--- config.mk ---
export PLATFORM = sky130hd
export DESIGN_NAME = arrow_sign_seq
export DESIGN_NICKNAME = d
export VERILOG_FILES = /design/src/rtl/sign_seq_pkg.sv /design/src/rtl/sign_next_ctl.sv /design/src/rtl/sign_lamp_decode.sv /design/src/rtl/sign_level_store.sv /design/src/rtl/arrow_sign_seq.sv
export SDC_FILE = /design/constraint.sdc
export NUM_CORES = 1
export LEC_CHECK = 0
export BUFFER_PORTS_ARGS = -buffer_cell sky130_fd_sc_hd__buf_4
export CORE_AREA = 2 2 39 41
export CTS_CLUSTER_SIZE = 24
export DETAILED_ROUTE_END_ITERATION = 6
export DIE_AREA = 0 0 41 43
export GPL_ROUTABILITY_DRIVEN = 1
export GPL_TIMING_DRIVEN = 0
export PLACE_DENSITY = 0.37
export RECOVER_POWER = 25
export SLEW_MARGIN = 20
export SYNTH_ARGS = -nofsm -noshare
export SYNTH_HDL_FRONTEND = slang
export SYNTH_SLANG_ARGS = --single-unit
--- constraint.sdc ---
create_clock -name clk -period 3.2 [get_ports clk]
set_input_delay 0.64 -clock clk [delete_from_list [all_inputs] [get_ports clk]]
set_output_delay 0.64 -clock clk [all_outputs]
set_load 0.05 [all_outputs]
--- src/rtl/sign_seq_pkg.sv ---
package sign_seq_pkg;
   typedef enum logic [1:0] {
      ACT_HOLD  = 2'd0,
      ACT_STEP  = 2'd1,
      ACT_BLANK = 2'd2
   } sign_act_e;
endpackage

--- src/rtl/sign_next_ctl.sv ---
module sign_next_ctl
   import sign_seq_pkg::*;
#(
   parameter int USE_STEP_EN = 1
) (
   input  logic      rst,
   input  logic      sw_on,
   input  logic      step_en,
   output sign_act_e act
);
   logic go;

   generate
      if (USE_STEP_EN != 0) begin : g_gated
         assign go = step_en;
      end else begin : g_free
         logic unused_step_en;
         assign unused_step_en = step_en;
         assign go = 1'b1;
      end
   endgenerate

   // Switch-off and reset both win over any advance.
   always_comb begin
      if (rst || !sw_on)
         act = ACT_BLANK;
      else if (go)
         act = ACT_STEP;
      else
         act = ACT_HOLD;
   end
endmodule

--- src/rtl/sign_lamp_decode.sv ---
module sign_lamp_decode #(
   parameter int NUM_GROUPS = 3,
   localparam int LVL_W = $clog2(NUM_GROUPS + 1)
) (
   input  logic [LVL_W-1:0]      level,
   output logic [NUM_GROUPS-1:0] lamps
);
   generate
      for (genvar i = 0; i < NUM_GROUPS; i++) begin : g_grp
         assign lamps[i] = (level > LVL_W'(i));
      end
   endgenerate
endmodule

--- src/rtl/sign_level_store.sv ---
module sign_level_store
   import sign_seq_pkg::*;
#(
   parameter int NUM_GROUPS   = 3,
   parameter int THERMO_STORE = 0
) (
   input  logic                  clk,
   input  sign_act_e             act,
   output logic [NUM_GROUPS-1:0] lamps
);
   localparam int LVL_W = $clog2(NUM_GROUPS + 1);

   generate
      if (THERMO_STORE != 0) begin : g_thermo
         logic [NUM_GROUPS-1:0] therm_q;
         always_ff @(posedge clk) begin
            case (act)
               ACT_BLANK: therm_q <= '0;
               ACT_STEP:  therm_q <= (&therm_q) ? '0 : {therm_q[NUM_GROUPS-2:0], 1'b1};
               default:   therm_q <= therm_q;
            endcase
         end
         assign lamps = therm_q;
      end else begin : g_binary
         localparam logic [LVL_W-1:0] TOP_LVL = LVL_W'(NUM_GROUPS);
         logic [LVL_W-1:0] lvl_q;
         always_ff @(posedge clk) begin
            case (act)
               ACT_BLANK: lvl_q <= '0;
               ACT_STEP:  lvl_q <= (lvl_q == TOP_LVL) ? '0 : lvl_q + 1'b1;
               default:   lvl_q <= lvl_q;
            endcase
         end
         sign_lamp_decode #(.NUM_GROUPS(NUM_GROUPS)) u_dec (
            .level (lvl_q),
            .lamps (lamps)
         );
      end
   endgenerate
endmodule

--- src/rtl/arrow_sign_seq.sv ---
module arrow_sign_seq
   import sign_seq_pkg::*;
#(
   parameter int NUM_GROUPS   = 3,
   parameter int USE_STEP_EN  = 1,
   parameter int THERMO_STORE = 0
) (
   input  logic                  clk,
   input  logic                  rst,
   input  logic                  sw_on,
   input  logic                  step_en,
   output logic [NUM_GROUPS-1:0] grp_drive
);
   generate
      if (NUM_GROUPS < 2) begin : g_bad_groups
         $error("arrow_sign_seq: NUM_GROUPS must be at least 2");
      end
      if (USE_STEP_EN < 0 || USE_STEP_EN > 1) begin : g_bad_step
         $error("arrow_sign_seq: USE_STEP_EN must be 0 or 1");
      end
      if (THERMO_STORE < 0 || THERMO_STORE > 1) begin : g_bad_store
         $error("arrow_sign_seq: THERMO_STORE must be 0 or 1");
      end
   endgenerate

   sign_act_e act;

   sign_next_ctl #(.USE_STEP_EN(USE_STEP_EN)) u_ctl (
      .rst     (rst),
      .sw_on   (sw_on),
      .step_en (step_en),
      .act     (act)
   );

   sign_level_store #(
      .NUM_GROUPS   (NUM_GROUPS),
      .THERMO_STORE (THERMO_STORE)
   ) u_store (
      .clk   (clk),
      .act   (act),
      .lamps (grp_drive)
   );
endmodule

==> key figures <==
Status
  • Outcome: complete, no violations

Synthesis
  • Post-synth ARST share: 0%
  • Syn_area_per_cell: 11.26 um^2
  • Post-synth top cells: 3 x ha_1, 3 x inv_1, 2 x and2_1, 2 x edfxtp_1
  • Post-synthesis cell count: 13
  • Synth warn: 0
  • Synth cell types: 7
  • Area leader, netlist: edfxtp_1
  • Mapped Nets: 20
  • Yosys reg bits: 2
  • Cell Area, Synth: 146.4 um^2
  • Synth top area cells: edfxtp_1 41%, ha_1 26%, and2_1 8.5%
  • Synth top area share: 41.03%
  • Sequential cell area fraction in the yosys report: 41.03%
  • Post-synth EDFFs: 2
  • Ys flop type: edfxtp_1

Clocking
  • Clock Path Buffers: 2
  • Num CTS Buffers: 3
  • CTS resizes: 0
  • CTS clk-pin slew, worst paths: 30 ps
  • Worst skew pair latency: 230 ps
  • CTS hold repair buffers: 0
  • Clk sinks: 2
  • Post-CTS Setup Bufs: 0
  • CTS tree: done
  • H-tree Lvls: 1
  • Clock Tree Root: clkbuf_4

Finish
  • Fill count: 163
  • Area grow syn2layout: 59.83%
  • Diode count: 0
  • NumNets Final: 31
  • Layout cells sized above 1: 40.91%
  • Biggest regs: u_store.g_binary.lvl_q x2
  • Top reg by flops: u_store.g_binary.lvl_q
  • Largest register FFs: 2

Drt
  • DR vias/cell: 3.079
  • Routed wire length: 265 um
  • Routed WL per cell: 6.974 um
  • Drt first pass iters: 3
  • Drt drc: 0
  • DRT antenna net count: 0
  • Overall via count from detail_route: 117
  • First DRT Iteration DRCs: 2

STA
  • Setup TNS Final: 0 ps
  • Final-report setup violation count: 0
  • Rel. slew slack: 90.29%
  • RSZ-0062 raised after global routing: no
  • Slew @ Worst Pin: 146.8 ps
  • Clock Skews: 2.405 ps
  • Count of final hold-check violations: 0
  • Worst Hold Slack: 722.4 ps
  • Fmax: 564.5 MHz
  • Count of pins over their slew limit: 0
  • Final Cycle Share: 55.36%
  • Period minus WS final: 1772 ps

Global routing
  • Tot GR Track Use: 4.834%
  • Global-route wire length before repair: 462 um
  • Total grt overflow: 0
  • Largest net degree at the start of global routing: 4
  • Vias in the first global route: 127
  • Antenna violations before repair: 0

Floorplanning
  • Core ar.: 1384 um^2
  • Row Count: 14
  • Die width: 41 um
  • Io pins: 7
  • Die height: 43 um
  • Starting Density: 10.58%
  • Area of the die: 1763 um^2

Worst hold path
  • Hold crit path type: reg -> reg

Job
  • Max Cap Viol: 0

Setup path
  • CP Launch Type: register
  • Slowest-stage cell, CP: edfxtp_1
  • Critical path cell sequence: ha_1 > nor2_1 > buf_4
  • CP peak stage delay: 400 ps
  • Worst Path Required: 2560 ps
  • CP Data Arrival Time: 1130 ps
  • Crit path max fanout: 3
  • Critical Path End Type: output pin
  • CP Class: reg -> out

Power
  • Leakage: 0.0001189 uW
  • Peak supply drop: 116.8 uV
  • P per Cell Area: 464.7 nW/um^2

Placement
  • IO buf count: 6
  • HPWL Detailed: 212.9 um
  • Routability Congestion: 0.5851
[layout make-up]
class | instances | area [um^2] | area share, %
multi-input combinational | 8 | 75.07 | 32.09
sequential | 2 | 60.06 | 25.67
timing repair buffer | 6 | 45.04 | 19.25
clock buffer | 3 | 22.52 | 9.626
tap | 16 | 20.02 | 8.556
inverter | 3 | 11.26 | 4.813
[layout by cell type, fill, tap and decap left out, drive strengths merged]
cell type	n
and2	2
and4bb	1
buf	5
clkbuf	4
edfxtp	2
ha	3
inv	3
nor2	1
or3b	1
[kinds of logic (layout without fill, tap and decap cells)]
logic type | Yosys count | count (layout) | synth area share, %
buf+inv | 3 | 12 | 7.692
simple gates | 5 | 5 | 25.64
fa+ha+maj | 3 | 3 | 25.64
flops | 2 | 2 | 41.03
[path summary, 6_finish.rpt]
| check | endpoint | slack (ps) | cells after the start | from |
|---|---|---|---|---|
| worst min register to register | u_store.g_binary.lvl_q[0]$_SDFFCE_PP0P_ | 720 | 2 | u_store.g_binary.lvl_q[0]$_SDFFCE_PP0P_ |
| worst min-delay path | u_store.g_binary.lvl_q[0]$_SDFFCE_PP0P_ | 720 | 2 | u_store.g_binary.lvl_q[0]$_SDFFCE_PP0P_ |
| worst max register to register | u_store.g_binary.lvl_q[1]$_SDFFCE_PP0P_ | 2030 | 3 | u_store.g_binary.lvl_q[0]$_SDFFCE_PP0P_ |
| worst max-delay path | grp_drive[1] | 1430 | 3 | u_store.g_binary.lvl_q[0]$_SDFFCE_PP0P_ |
[stage by stage]
stage	setup slack (ps)	instance area (um^2)	cells	util [%]	total power [uW]
finish	1428	234.0	38	16.91	108.7
global route	1344	234.0	38	16.91	120.0
CTS	1404	234.0	38	16.91	112.3
detailed placement	1649	211.5	35	15.28	53.09
global placement	1679	211.5	35	15.28	52.55
floorplan	1315	146.4	13	-	45.39
[critical path, delay by kind of cell (launching register included)]
family / cells / cell delay, ps
DFF: 1 / 400
and+or+nand+nor: 1 / 90
buffers and inverters: 1 / 200
adders and majority gates: 1 / 210
[routing by layer]
| metal | routed length [um] | global-route usage [%] |
|---|---|---|
| met1 | 128 | 4.870 |
| met2 | 88 | 4.688 |
| met5 | 0 | 0 |
| met4 | 13 | 8.000 |
| met3 | 34 | 3.141 |
[power by group]
part	internal (uW)	total, uW	switching (uW)
clock network	41.4	56.3	14.9
registers	30.8	31.9	1.04
logic	7.91	20.6	12.7
No activity file was read; power rests on OpenSTA's default activity.
